### src/rtl/anc_chk_pkg.sv
`timescale 1ns/1ps
package anc_chk_pkg;
   typedef enum logic [2:0] {
      ST_IDLE,
      ST_DID,
      ST_SDID,
      ST_DC,
      ST_UDW,
      ST_CS
   } anc_st_t;
endpackage

### src/rtl/anc_csum_fsm.sv
`timescale 1ns/1ps
module anc_csum_fsm
   import anc_chk_pkg::*;
#(
   parameter int W     = 10,
   parameter int IDW   = 8,
   parameter int CNT_W = 8
) (
   input  logic           clk,
   input  logic           rst_n,
   input  logic [W-1:0]   din,
   input  logic           din_vld,
   input  logic           pre_hit,
   output logic           cs_cyc,
   output logic           cs_bad,
   output logic [IDW-1:0] pkt_did,
   output logic [IDW-1:0] pkt_sdid
);
   localparam int SW = W - 1;

   anc_st_t          st;
   logic [SW-1:0]    sum;
   logic [CNT_W-1:0] cnt;
   logic [SW-1:0]    add_v;
   logic [W-1:0]     exp_word;

   generate
      if (CNT_W > SW || IDW > SW) begin : g_bad_cfg
         $error("anc_csum_fsm: fields wider than checksum span");
      end
   endgenerate

   assign add_v = sum + din[SW-1:0];

   always_ff @(posedge clk or negedge rst_n) begin
      if (!rst_n) begin
         st       <= ST_IDLE;
         sum      <= '0;
         cnt      <= '0;
         pkt_did  <= '0;
         pkt_sdid <= '0;
      end else if (din_vld) begin
         unique case (st)
            ST_IDLE: if (pre_hit) st <= ST_DID;
            ST_DID: begin
               sum     <= din[SW-1:0];
               pkt_did <= din[IDW-1:0];
               st      <= ST_SDID;
            end
            ST_SDID: begin
               sum      <= add_v;
               pkt_sdid <= din[IDW-1:0];
               st       <= ST_DC;
            end
            ST_DC: begin
               sum <= add_v;
               cnt <= din[CNT_W-1:0];
               st  <= (din[CNT_W-1:0] == '0) ? ST_CS : ST_UDW;
            end
            ST_UDW: begin
               sum <= add_v;
               cnt <= cnt - 1'b1;
               if (cnt == CNT_W'(1)) st <= ST_CS;
            end
            ST_CS:   st <= ST_IDLE;
            default: st <= ST_IDLE;
         endcase
      end
   end

   assign exp_word = {~sum[SW-1], sum};
   assign cs_cyc   = din_vld && (st == ST_CS);
   assign cs_bad   = (din != exp_word);

   // the user-word phase never runs with an exhausted count
   a_r5_cnt_live: assert property (@(posedge clk) disable iff (!rst_n)
      (st == ST_UDW) |-> (cnt != '0));
   // a detected preamble in idle leads to the type word
   a_r2_start: assert property (@(posedge clk) disable iff (!rst_n)
      (pre_hit && st == ST_IDLE) |=> (st == ST_DID));
endmodule

### config.mk
export PLATFORM = sky130hd
export DESIGN_NAME = anc_csum_fsm
export DESIGN_NICKNAME = d
export VERILOG_FILES = /design/src/rtl/anc_chk_pkg.sv /design/src/rtl/anc_csum_fsm.sv
export SDC_FILE = /design/constraint.sdc
export NUM_CORES = 1
export LEC_CHECK = 0
export CAP_MARGIN = 15
export CORE_MARGIN = 2
export CORE_UTILIZATION = 33
export CTS_CLUSTER_DIAMETER = 200
export DETAILED_ROUTE_END_ITERATION = 7
export DONT_BUFFER_PORTS = 1
export PLACE_DENSITY = 0.52
export SLEW_MARGIN = 25
export SYNTH_ARGS = -nofsm -noshare
export SYNTH_HDL_FRONTEND = slang
export SYNTH_SLANG_ARGS = --single-unit
### constraint.sdc
create_clock -name clk -period 1.8 [get_ports clk]
set_clock_uncertainty 0.05 [all_clocks]
set_input_delay 0.27 -clock clk [delete_from_list [all_inputs] [get_ports clk]]
set_output_delay 0.27 -clock clk [all_outputs]
set_load 0.02 [all_outputs]
==> results.py <==
metrics = {
    "clock_network": {
        "cts_root_buf": "clkbuf_8",
        "cts_buffers": 5,
        "insertion_delay_ns": 0.29,
        "cts_tree": "built",
        "path_clk_slew_ns": 0.08,
        "htree_levels": 2,
        "clockBufferDepth": 2,
        "clock_sinks": 36,
    },
    "setup_path": {
        "worstPathCellList": "ha_2 -> inv_2 -> fa_2 -> nor2b_2 -> o31a_1 -> o21a_1 -> nor2_2 -> mux2i_1 -> a221o_1",
        "reg2reg_setup_slack_ns": -0.11,
        "worstPathRequired_ns": 1.93,
        "critPathMaxStageDelay_ns": 0.40,
        "cp-end-kind": "register",
        "r2r-end": "sum[6]",
        "crit_path_max_fanout": 2,
        "crit_type": "register to register",
        "path_depth": 9,
        "r2r_start": "sum[0]",
        "crit_start": "sum[0]",
        "crit_path_end": "sum[6]",
        "arrival_ns": 2.04,
        "crit_family": "compound AO/OA/AOI/OAI gates",
        "crit_slowest_cell": "dfrtp_1",
        "start_kind": "register",
        "rr_worst_depth": 9,
        "cp_num_buf_inv": 1,
    },
    "sta": {
        "fin_crit_ns": 1.91,
        "rsz0062_at_grt": "yes",
        "slew_violations": 0,
        "setup_viol": 4,
        "finalHoldViolCount": 0,
        "worstMarginPinSlew_ns": 0.374,
        "worst_slack_ns": -0.105,
        "fmax_ghz": 0.525,
        "timing.hold.ws_ns": 0.0212,
        "max_slew_margin_pct": 74.8,
        "period_share_pct": 106,
    },
    "die": {
        "die_h_um": 83.8,
        "initial_core_util_pct": 33.7,
        "die_area_sq_um": 7020,
        "die_w_um": 83.8,
        "boundaryPins": 32,
        "num_rows": 29,
        "core_area_sq_um": 6240,
    },
    "pwr": {
        "power.leakage_nw": 1.13,
        "power_density_nw_per_um2": 1910,
        "irDropWorstVdd_uv": 965,
    },
    "grt": {
        "grt_use_total_pct": 15.4,
        "grt_pass1_wl_um": 8600,
        "gr-total-overflow": 0,
        "grt_pass1_vias": 1741,
        "antenna_found_initial": 0,
        "grt_max_degree": 37,
    },
    "layout": {
        "final_cells": 321,
        "drive_above_1_share_pct": 30.3,
        "area_delta_synth_final_pct": 27.9,
        "diodes": 0,
        "nets": 268,
    },
    "drt": {
        "drt-initial-drc-count": 64,
        "drc_errors": 0,
        "first_pass_iters": 4,
        "post_drt_via_cell_ratio": 5.26,
        "dr_total_vias": 1689,
        "drt.antenna.violating_nets": 0,
        "routedWlPerCell_um": 16.1,
        "wl_um": 5180,
    },
    "yosys": {
        "synth_edf_count": 0,
        "yosysTopAreaCell": "dfrtp_1",
        "synth.distinct_cells": 44,
        "yosysTopAreaCellShare_pct": 42.9,
        "synth_area_sq_um": 2100,
        "synth_area_per_cell_sq_um": 9.60,
        "syn_inst": 219,
        "ys_seq_area_share_pct": 42.9,
        "synth_flop_cell": "dfrtp_1",
        "syn_nets": 244,
        "synth.ff_latch_count": 36,
        "async_flop_share_pct": 100,
        "synth_area_leaders": "dfrtp_1 43%, mux2_2 8.6%, ha_1 6.0%",
        "yosysWarningCount": 0,
    },
    "min_path": {
        "holdPathStages": 1,
        "hp-class": "input port to register",
    },
    "placement": {
        "place_hpwl_um": 3570,
        "place.gp.congestion": 0.801,
        "port_buffers": 0,
        "dp.cells": 307,
    },
    "run_status": {
        "violations": "setup timing",
        "status": "finished with violations",
    },
    "run": {
        "max_cap_violations": 0,
    },
}
## worst register-to-register path, stage by stage, from the launching register on
cell,delay [ns]
dfrtp_1,0.40
ha_2,0.20
inv_2,0.05
fa_2,0.19
nor2b_2,0.05
o31a_1,0.25
o21a_1,0.18
nor2_2,0.11
mux2i_1,0.07
a221o_1,0.25
## power breakdown
part           switching, mW  internal (mW)  total, mW
Sequential             0.588           1.21       1.80
Combinational           1.12           1.21       2.33
Clock                  0.311          0.693       1.00
Total                   2.02           3.11       5.14
## per-layer routing
metal	global-route usage, %	vias to the layer above	part of all wire (%)
met3	3.96	4	4.7
met1	20.5	808	46
met5	0	-	0
met2	24.8	35	49
met4	4.25	0	0.56
li1	-	842	-
## worst min path at each step
stage | startpoint | to
final | din_vld | st[0]
after detailed placement | rst_n | pkt_did[1]
after global placement | rst_n | pkt_did[1]
after global routing | din_vld | st[0]
after floorplan | rst_n | cnt[0]
after CTS | din_vld | st[0]
## cells by family after synthesis
family | Yosys count | share of synthesized area, %
AO/OA/AOI/OAI | 71 | 21.1
AND/OR/NAND/NOR | 63 | 14.8
flip-flops | 36 | 42.9
multiplexers | 19 | 10.0
buffers and inverters | 17 | 3.51
adder cells (fa/ha/maj) | 11 | 6.90
XOR/XNOR | 2 | 0.833
## final cells by class
cell class	instances	area, sq um
fillers	618	3550
multi-input cells	166	1280
flip-flops and latches	36	902
repair buffers	26	218
well taps	77	96.3
clock inverters	3	90.1
clock buffers	5	68.8
inverters	8	30.0
## repair_timing
item,4_1_cts,5_1_grt
cloned,0,0
gates resized for setup,18,11
endpoints found under the hold margin,36,0
endpoints found under the setup margin,6,12
pin swaps,9,1
setup buffers,1,4
hold buffers,2,0
## cells in the mapped netlist, types with 2 or more instances
library cell	n
mux2i_1	3
xor2_1	2
a21oi_1	16
ha_1	10
nor2_1	19
mux2_2	16
nor3b_1	2
nor4_1	5
buf_2	5
o21a_1	3
and3_1	2
a22oi_1	3
nor2b_1	3
dfrtp_1	36
a21o_1	4
o31ai_1	2
or3_1	2
o21ai_1	12
nor3_1	3
nand3_1	4
clkbuf_1	2
o21ai_0	16
inv_1	8
a211oi_1	4
nand2_1	18
## registers in the layout (all words and copies together), names as in the netlist
signal    cells
sum           9
pkt_did       8
pkt_sdid      8
st            3
cnt           8
## metrics by stage
stage	TNS, ns	util (%)	setup WS [ns]	power (mW)	cell area (sq um)
floorplan	-0.0952	-	-0.0952	3.16	2110
global placement	-0.233	37.0	-0.155	3.73	2310
detailed placement	-0.416	37.0	-0.199	3.75	2310
CTS	-0.266	41.5	-0.156	5.00	2590
global route	-0.724	43.1	-0.209	5.51	2690
finish	-0.197	43.1	-0.105	5.14	2690
## placed cells by master, fill, tap and decap left out, types with 4 or more instances in the layout
cell,count
mux2_2,16
dfrtp_1,35
nand2_1,18
nor2_1,16
o21ai_1,13
buf_4,22
inv_1,7
clkbuf_8,5
nor2_2,4
ha_4,6
o21ai_0,14
a21oi_1,14
a21o_1,4
(Power assumes the default switching activity.)
